$ cat src/rtl/mono_expand_pkg.sv
// Shared types for the monochrome color expander.
package mono_expand_pkg;

    // Control state of the expander.
    typedef enum logic [1:0] {
        MX_IDLE = 2'd0,
        MX_RUN  = 2'd1,
        MX_DONE = 2'd2
    } mx_state_t;

endpackage

$ cat src/rtl/mono_expand_cursor.sv
// Pixel position tracker for the expander.
// Holds the rectangle size latched at load and walks x/y in raster order,
// one step per delivered pixel. Assumes load and step are never together
// and that step only occurs for non-zero dimensions.
module mono_expand_cursor #(
    parameter int DIM_W = 12
) (
    input  logic             clk,
    input  logic             rst_n,
    input  logic             load,
    input  logic             step,
    input  logic [DIM_W-1:0] width_in,
    input  logic [DIM_W-1:0] height_in,
    output logic [DIM_W-1:0] x,
    output logic [DIM_W-1:0] y,
    output logic             row_end,
    output logic             last
);

    logic [DIM_W-1:0] w_r;
    logic [DIM_W-1:0] h_r;

    assign row_end = (x == w_r - DIM_W'(1));
    assign last    = row_end && (y == h_r - DIM_W'(1));

    // Latch size on load; advance column, wrapping to the next row at row end.
    always_ff @(posedge clk) begin
        if (!rst_n) begin
            w_r <= '0;
            h_r <= '0;
            x   <= '0;
            y   <= '0;
        end else if (load) begin
            w_r <= width_in;
            h_r <= height_in;
            x   <= '0;
            y   <= '0;
        end else if (step) begin
            if (row_end) begin
                x <= '0;
                y <= y + DIM_W'(1);
            end else begin
                x <= x + DIM_W'(1);
            end
        end
    end

    // A delivered pixel always lies inside the latched rectangle.
    assert_coord_bound_R5: assert property (@(posedge clk) disable iff (!rst_n)
        step |-> (x < w_r) && (y < h_r));

endmodule

$ cat src/rtl/mono_expand_wordbuf.sv
// Single-word holding buffer with a byte/bit pointer.
// Takes a host word when empty and enabled, presents the bit selected by
// the pointer (byte 0 first, MSB first), and frees itself when its last
// byte is used up, when the row ends in its last byte, or when told the
// rectangle is finished. Assumes WORD_W is a power-of-two multiple of 8.
module mono_expand_wordbuf #(
    parameter int WORD_W = 32
) (
    input  logic              clk,
    input  logic              rst_n,
    input  logic              clear,
    input  logic              enable,
    input  logic              in_valid,
    input  logic [WORD_W-1:0] in_data,
    output logic              in_ready,
    input  logic              step,
    input  logic              skip,
    input  logic              drop,
    output logic              have,
    output logic              cur_bit
);

    localparam int BYTES = WORD_W / 8;
    localparam int BI_W  = (BYTES > 1) ? $clog2(BYTES) : 1;

    logic [WORD_W-1:0] data_r;
    logic [BI_W-1:0]   byte_idx;
    logic [2:0]        bit_idx;
    logic              byte_end;
    logic              last_byte;

    assign in_ready  = enable && !have;
    assign cur_bit   = data_r[{byte_idx, bit_idx}];
    assign byte_end  = skip || (bit_idx == 3'd0);
    assign last_byte = (byte_idx == BI_W'(BYTES - 1));

    // Load a word when empty; move the pointer per pixel and release the word when spent.
    always_ff @(posedge clk) begin
        if (!rst_n) begin
            data_r   <= '0;
            byte_idx <= '0;
            bit_idx  <= 3'd7;
            have     <= 1'b0;
        end else if (clear) begin
            have     <= 1'b0;
        end else if (in_valid && in_ready) begin
            data_r   <= in_data;
            byte_idx <= '0;
            bit_idx  <= 3'd7;
            have     <= 1'b1;
        end else if (step) begin
            if (drop) begin
                have <= 1'b0;
            end else if (byte_end) begin
                bit_idx <= 3'd7;
                if (last_byte) begin
                    have     <= 1'b0;
                    byte_idx <= '0;
                end else begin
                    byte_idx <= byte_idx + BI_W'(1);
                end
            end else begin
                bit_idx <= bit_idx - 3'd1;
            end
        end
    end

    // A pixel is only consumed from a held word.
    assert_step_needs_word_R7: assert property (@(posedge clk) disable iff (!rst_n)
        step |-> have);

    // A fresh word always begins at its lowest byte, most significant bit.
    assert_fresh_word_R2: assert property (@(posedge clk) disable iff (!rst_n)
        (in_valid && in_ready && !clear) |=> have && cur_bit == data_r[8*0 + 7]);

endmodule

$ cat src/rtl/mono_expand.sv
// Monochrome-to-color expander top.
// Accepts a rectangle size and two colors at start, pulls 1-bpp bitmap
// words from the host and delivers one colored pixel per ready cycle with
// its x/y position, then signals done. Assumes the host supplies words in
// stream order; start is only honoured while not busy.
module mono_expand
    import mono_expand_pkg::*;
#(
    parameter int WORD_W  = 32,
    parameter int COLOR_W = 32,
    parameter int DIM_W   = 12
) (
    input  logic               clk,
    input  logic               rst_n,
    input  logic               start,
    input  logic [DIM_W-1:0]   cfg_width,
    input  logic [DIM_W-1:0]   cfg_height,
    input  logic [COLOR_W-1:0] fg_color,
    input  logic [COLOR_W-1:0] bg_color,
    input  logic               word_valid,
    input  logic [WORD_W-1:0]  word_data,
    output logic               word_ready,
    output logic               pix_valid,
    input  logic               pix_ready,
    output logic [COLOR_W-1:0] pix_color,
    output logic [DIM_W-1:0]   pix_x,
    output logic [DIM_W-1:0]   pix_y,
    output logic               busy,
    output logic               done
);

    mx_state_t          state;
    logic [COLOR_W-1:0] fg_r;
    logic [COLOR_W-1:0] bg_r;
    logic               take_start;
    logic               zero_dim;
    logic               fire;
    logic               row_end;
    logic               last;
    logic               have;
    logic               cur_bit;
    logic               running;

    assign running    = (state == MX_RUN);
    assign take_start = start && !running;
    assign zero_dim   = (cfg_width == '0) || (cfg_height == '0);
    assign pix_valid  = running && have;
    assign fire       = pix_valid && pix_ready;
    assign pix_color  = cur_bit ? fg_r : bg_r;
    assign busy       = running;
    assign done       = (state == MX_DONE);

    mono_expand_cursor #(.DIM_W(DIM_W)) u_cursor (
        .clk       (clk),
        .rst_n     (rst_n),
        .load      (take_start),
        .step      (fire),
        .width_in  (cfg_width),
        .height_in (cfg_height),
        .x         (pix_x),
        .y         (pix_y),
        .row_end   (row_end),
        .last      (last)
    );

    mono_expand_wordbuf #(.WORD_W(WORD_W)) u_wordbuf (
        .clk      (clk),
        .rst_n    (rst_n),
        .clear    (take_start),
        .enable   (running),
        .in_valid (word_valid),
        .in_data  (word_data),
        .in_ready (word_ready),
        .step     (fire),
        .skip     (row_end),
        .drop     (last),
        .have     (have),
        .cur_bit  (cur_bit)
    );

    // Sequence idle -> run -> done, skipping straight to done for an empty rectangle.
    always_ff @(posedge clk) begin
        if (!rst_n) begin
            state <= MX_IDLE;
        end else if (take_start) begin
            state <= zero_dim ? MX_DONE : MX_RUN;
        end else if (fire && last) begin
            state <= MX_DONE;
        end
    end

    // Capture the two colors when a rectangle is accepted.
    always_ff @(posedge clk) begin
        if (!rst_n) begin
            fg_r <= '0;
            bg_r <= '0;
        end else if (take_start) begin
            fg_r <= fg_color;
            bg_r <= bg_color;
        end
    end

    // Done follows the final pixel handshake.
    assert_done_after_last_R8: assert property (@(posedge clk) disable iff (!rst_n)
        (fire && last) |=> done && !busy);

    // Busy and done are mutually exclusive.
    assert_busy_done_excl_R8: assert property (@(posedge clk) disable iff (!rst_n)
        $onehot0({busy, done}));

    // Once finished, no further words or pixels move.
    assert_quiet_when_done_R7: assert property (@(posedge clk) disable iff (!rst_n)
        done |-> !word_ready && !pix_valid);

    // A stalled pixel is held steady.
    assert_stall_hold_R11: assert property (@(posedge clk) disable iff (!rst_n)
        (pix_valid && !pix_ready) |=> pix_valid && $stable(pix_color)
                                      && $stable(pix_x) && $stable(pix_y));

endmodule

$ cat config.mk
export PLATFORM = sky130hd
export DESIGN_NAME = mono_expand
export DESIGN_NICKNAME = d
export VERILOG_FILES = /design/src/rtl/mono_expand_pkg.sv /design/src/rtl/mono_expand_cursor.sv /design/src/rtl/mono_expand_wordbuf.sv /design/src/rtl/mono_expand.sv
export SDC_FILE = /design/constraint.sdc
export NUM_CORES = 1
export LEC_CHECK = 0
export BUFFER_PORTS_ARGS = -buffer_cell sky130_fd_sc_hd__buf_2
export CAP_MARGIN = 30
export CORE_ASPECT_RATIO = 1.2
export CORE_MARGIN = 2
export CORE_UTILIZATION = 49
export CTS_CLUSTER_SIZE = 28
export DETAILED_ROUTE_END_ITERATION = 6
export GPL_ROUTABILITY_DRIVEN = 0
export PLACE_DENSITY = 0.75
export SLEW_MARGIN = 5
export SYNTH_ARGS = -nofsm -noshare
export SYNTH_HDL_FRONTEND = slang
export SYNTH_SLANG_ARGS = --single-unit
$ cat constraint.sdc
create_clock -name clk -period 5.1 [get_ports clk]
set_input_delay 1.02 -clock clk [delete_from_list [all_inputs] [get_ports clk]]
set_output_delay 1.02 -clock clk [all_outputs]
set_load 0.1 [all_outputs]
==> flow_summary.yaml, run 1 <==
timing:
  setup_tns_ns: 0
  slew_viol_final: 0
  rsz0062_at_grt: "false"
  setup_violations: 0
  finalHoldViolations: 0
  finClkSkew_ns: 0.00863
  setup_ws_ns: 0.640
  slew_headroom_pct: 45.0
  worstMarginPinSlew_ns: 0.825
  period_share_pct: 87.5
  fmax_ghz: 0.224
  hold_slack_ns: 0.453
  period_needed_ns: 4.46
worst_setup_path:
  worstPathArrival_ns: 3.44
  worstPathCellList: "mux4_2 -> mux4_2 -> mux2i_4 -> buf_4 -> mux2_2 -> buf_2"
  cp_slowest_cell: "dfxtp_1"
  critical-path-max-stage-delay_ns: 0.70
  crit_top_cell: "mux4_2"
  start_kind: "register"
  cp.required_ns: 4.08
  critical_path_class: "reg2out"
  critPathMaxFanout: 32
  end_kind: "output pin"
clocking:
  postCtsSetupRepairBufs: 0
  cts_hold_buffers: 0
  cts.sinks: 152
  cts_buffers: 17
  htree_levels: 4
  clockBufferDepth: 2
  root_buffer: "clkbuf_16"
  cts_tree: "yes"
  cts_resized: 0
  insertion_delay_ns: 0.41
  clk_pin_slew_worst_paths_ns: 0.06
global_route:
  grt_first_pass_wirelength_microns: 28000
  grtUsageMet1_pct: 28.5
  antenna_found_initial: 1
  use_met2_pct: 37.2
  gr-total-overflow: 0
  met3_usage_pct: 5.57
  top_usage_layer: "met2"
  grt_pass1_vias: 5945
  grt_max_degree: 82
  grt_usage_pct: 22.6
floorplan:
  die_height_microns: 136
  pin_count: 185
  rows: 48
  die-area_sq_mm: 0.0155
  start_util_pct: 49.9
  die_w_microns: 114
  core_sq_mm: 0.0143
detailed_routing:
  drt_iter0_drc: 314
  ant_nets: 0
  drt-wirelength-per-cell_microns: 14.5
  drc_errors: 0
  via_per_inst: 5.28
  finalWirelength_microns: 17500
  via_count: 6377
  firstDrtPassIters: 4
logic_synthesis:
  ys_types: 52
  ys_ff_latch: 152
  netlist_instances: 864
  synth_area_sq_mm: 0.00713
  synth_edf_count: 0
  ys.flop_type: "dfxtp_1"
  async_flop_share_pct: 0
  seq_area_frac_synth_pct: 42.7
  syn_area_per_cell_sq_um: 8.25
  synth_top_cell_area_share_pct: 42.7
  yosysMostFrequentCell: "nand2_1"
  synth_top_cells_by_count: "nand2_1 (262), dfxtp_1 (152), a21oi_1 (89)"
  synth.net_count: 996
  ys_warn_count: 0
  synthTopCellsByArea: "dfxtp_1 (43%), nand2_1 (14%), a21oi_1 (6.2%)"
  yosysTopAreaCell: "dfxtp_1"
final_layout:
  nets: 1151
  nFillCells: 1268
  layout-drive-gt1-share_pct: 26.6
  multi_input_area_sq_mm: 0.00384
  ff_latch_area_sq_mm: 0.00304
  antenna_cells: 0
  area_delta_synth_final_pct: 22.4
run_status:
  status: "complete, no violations"
pwr:
  power_density_mw_per_mm2: 348
  p_leak_nw: 3.76
  peakVddDrop_mv: 0.285
placement:
  hpwl_microns: 12500
  io_buffers: 184
  pre_cts_slack_ns: 1.03
flow_run:
  drv_cap: 0
min_path:
  hp-class: "reg2reg"
cell families (layout without fill, tap and decap cells):
kind of cell               after synthesis  after routing  share of synthesized area, %
and+or+nand+nor                        377            377                          23.1
AOI/OAI and AO/OA                      163            163                          14.1
DFF                                    152            152                          42.7
buffers and inverters                   67            235                          3.65
xor gates and xnor gates                47             47                          5.77
muxes                                   51             51                          9.48
adders and majority gates                7              7                          1.23
state kept, by name, indices dropped and copies added (netlist names):
| name | cells |
|---|---|
| bg_r | 32 |
| fg_r | 32 |
| u_wordbuf.data_r | 32 |
| u_cursor.h_r | 12 |
| u_cursor.w_r | 12 |
| u_cursor.x | 12 |
| u_cursor.y | 12 |
| u_wordbuf.bit_idx | 3 |
| state | 2 |
| u_wordbuf.byte_idx | 2 |
| u_wordbuf.have | 1 |
cell type report:
cell class,count,area share [%]
Timing Repair Buffer,193,11.6
Multi-Input combinational cell,645,44.0
Clock inverter,9,1.13
Inverter,10,0.430
Clock buffer,23,5.36
Sequential cell,152,34.9
Tap cell,175,2.51
worst max-delay path: cells and delay by family, from the launching register on:
| family | cells | cell delay [ns] |
|---|---|---|
| buf+inv | 2 | 0.67 |
| mux | 4 | 1.62 |
| flops | 1 | 0.70 |
metrics by stage:
stage,cells,power (mW),util [%],cell area [sq um]
after floorplan,864,1.71,-,7130
after CTS,1205,3.05,60.7,8680
after detailed placement,1173,1.84,56.8,8120
after global routing,1207,3.16,61.0,8730
after global placement,1173,1.83,56.8,8120
final,1207,3.04,61.0,8730
layout by cell type, fill, tap and decap left out, types with 6 or more instances in the layout:
master and count:
nand4_1 12, clkbuf_16 17, xnor2_1 17, o21ai_0 9, and2_1 7, a21boi_0 40, mux4_2 10, mux2i_1 8
nand2_1 261, and3_1 10, nor2_1 35, ha_1 7, nand3_1 9, xor2_1 30, mux2_2 32, nor4_1 10
inv_1 9, a21oi_1 89, clkinv_2 6, buf_2 184, buf_4 7, dfxtp_1 152, nor3_1 10
routing by layer:
layer / up-vias / part of all wire [%]
li1: 3249 / -
met1: 2944 / 45
met2: 155 / 49
met3: 27 / 4.5
met4: 2 / 2.1
met5: - / 0.074
power by group:
part | internal, mW | switching, mW
logic | 0.171 | 0.361
registers | 1.25 | 0.0453
clock network | 0.742 | 0.469
worst paths after layout:
path / from / to / slack, ns / cells after the start
setup / recovery: u_wordbuf.bit_idx[0] / pix_color[3] / 0.64 / 6
setup reg to reg: u_cursor.w_r[0] / state[0] / 1.68 / 10
hold reg to reg: bg_r[13] / bg_r[13] / 0.45 / 2
hold / removal: bg_r[13] / bg_r[13] / 0.45 / 2
No activity file was read; power rests on OpenSTA's default activity.
==> run 2: changes to the inputs <==
PLACE_DENSITY = 0.84   (was 0.75)
==> flow_summary.yaml, run 2 (synthesis results as in run 1) <==
floorplan:
  die-area_sq_mm: 0.0155
  core_sq_mm: 0.0143
  die_height_microns: 136
  rows: 48
  die_w_microns: 114
  pin_count: 185
  start_util_pct: 49.9
placement:
  hpwl_microns: 12700
  io_buffers: 184
  dp_cells: 1173
  placed_cell_area_sq_mm: 0.00812
clocking:
  clockBufferDepth: 2
  clk_pin_slew_worst_paths_ns: 0.06
  insertion_delay_ns: 0.42
  cts.sinks: 152
  cts_buffers: 17
  cts_resized: 0
  htree_levels: 4
  root_buffer: "clkbuf_16"
  cts_tree: "yes"
  cts_hold_buffers: 0
  postCtsSetupRepairBufs: 0
run_status:
  status: "complete, no violations"
final_layout:
  area_delta_synth_final_pct: 22.4
  layout-drive-gt1-share_pct: 26.9
  final_area_sq_mm: 0.00873
  finalNonFillerCells: 1209
  layout_common_cells: "nand2_1 (261), buf_2 (184), dfxtp_1 (152)"
  final_common_cell: "nand2_1"
  reg_top3: "bg_r x32, fg_r x32, u_wordbuf.data_r x32"
  final_core_util_pct: 61.1
  nets: 1150
flow_run:
  drv_cap: 0
global_route:
  met3_usage_pct: 6.02
  grt_first_pass_wirelength_microns: 28900
  use_met2_pct: 40.1
  gr-total-overflow: 0
  grt_pass1_vias: 6181
  antenna_found_initial: 1
  grtUsageMet1_pct: 27.4
  top_usage_layer: "met2"
  grt_max_degree: 82
  grt_usage_pct: 23.4
detailed_routing:
  via_per_inst: 5.38
  drt_iter0_drc: 317
  via_count: 6507
  ant_nets: 0
  finalWirelength_microns: 18000
  firstDrtPassIters: 5
  drc_errors: 0
  drt-wirelength-per-cell_microns: 14.9
timing:
  finClkSkew_ns: 0.00887
  period_share_pct: 88.8
  period_needed_ns: 4.53
  setup_violations: 0
  setup_tns_ns: 0
  worstMarginPinSlew_ns: 0.852
  slew_viol_final: 0
  fmax_ghz: 0.221
  finalHoldViolations: 0
  rsz0062_at_grt: "false"
  slew_headroom_pct: 43.2
worst_setup_path:
  end_kind: "output pin"
  worstPathArrival_ns: 3.51
  startpoint: "u_wordbuf.bit_idx[0]"
  start_kind: "register"
  r2r-start: "u_cursor.w_r[0]"
  critPathMaxFanout: 32
  cp.required_ns: 4.08
  critical_path_class: "reg2out"
pwr:
  p_leak_nw: 3.74
  peakVddDrop_mv: 0.226
  power_density_mw_per_mm2: 348
min_path:
  hold_path.startpoint: "fg_r[23]"
  hp-class: "reg2reg"
[run 2: power breakdown]
part	internal [mW]	leakage (nW)	switching (mW)	total, mW
clock network	0.682	0.269	0.528	1.21
registers	1.25	1.24	0.0458	1.29
logic	0.169	2.23	0.363	0.532
total	2.10	3.74	0.937	3.04
[run 2: critical path: stages (launching register included)]
cell and delay [ns]:
dfxtp_1 0.70, mux4_2 0.60, mux4_2 0.53, mux2i_4 0.15, buf_4 0.39, mux2_2 0.40
buf_2 0.30
[run 2: worst paths after layout]
check            endpoint  slack [ns]  depth (start not counted)
min              fg_r[23]        0.45                          2
min reg2reg      fg_r[23]        0.45                          2
max          pix_color[3]        0.57                          6
max reg2reg      state[0]        1.77                         10
[run 2: through the flow]
stage | total power, mW | hold WS, ns | setup WS [ns]
2_1_floorplan | 1.71 | 0.433 | 1.17
3_5_place_dp | 1.85 | 0.445 | 0.996
4_1_cts | 3.05 | 0.454 | 0.518
6_report | 3.04 | 0.451 | 0.571
3_3_place_gp | 1.83 | 0.442 | 1.12
5_1_grt | 3.16 | 0.469 | 0.417
[run 2: per-layer routing]
layer | part of all wire (%) | vias to the layer above | wire length, microns
met4 | 2.4 | 0 | 432
met1 | 41 | 3015 | 7360
met2 | 51 | 212 | 9240
li1 | - | 3240 | -
met3 | 5.5 | 40 | 983
met5 | 0 | - | 0
[run 2: final cells by class]
type	instances	area, sq um
antenna	3	7.51
clock buffer	17	425
clock inverter	15	146
fill	1290	5560
inverter	10	37.5
multi-input combinational	645	3840
sequential	152	3040
tap	175	219
timing repair buffer	192	1010
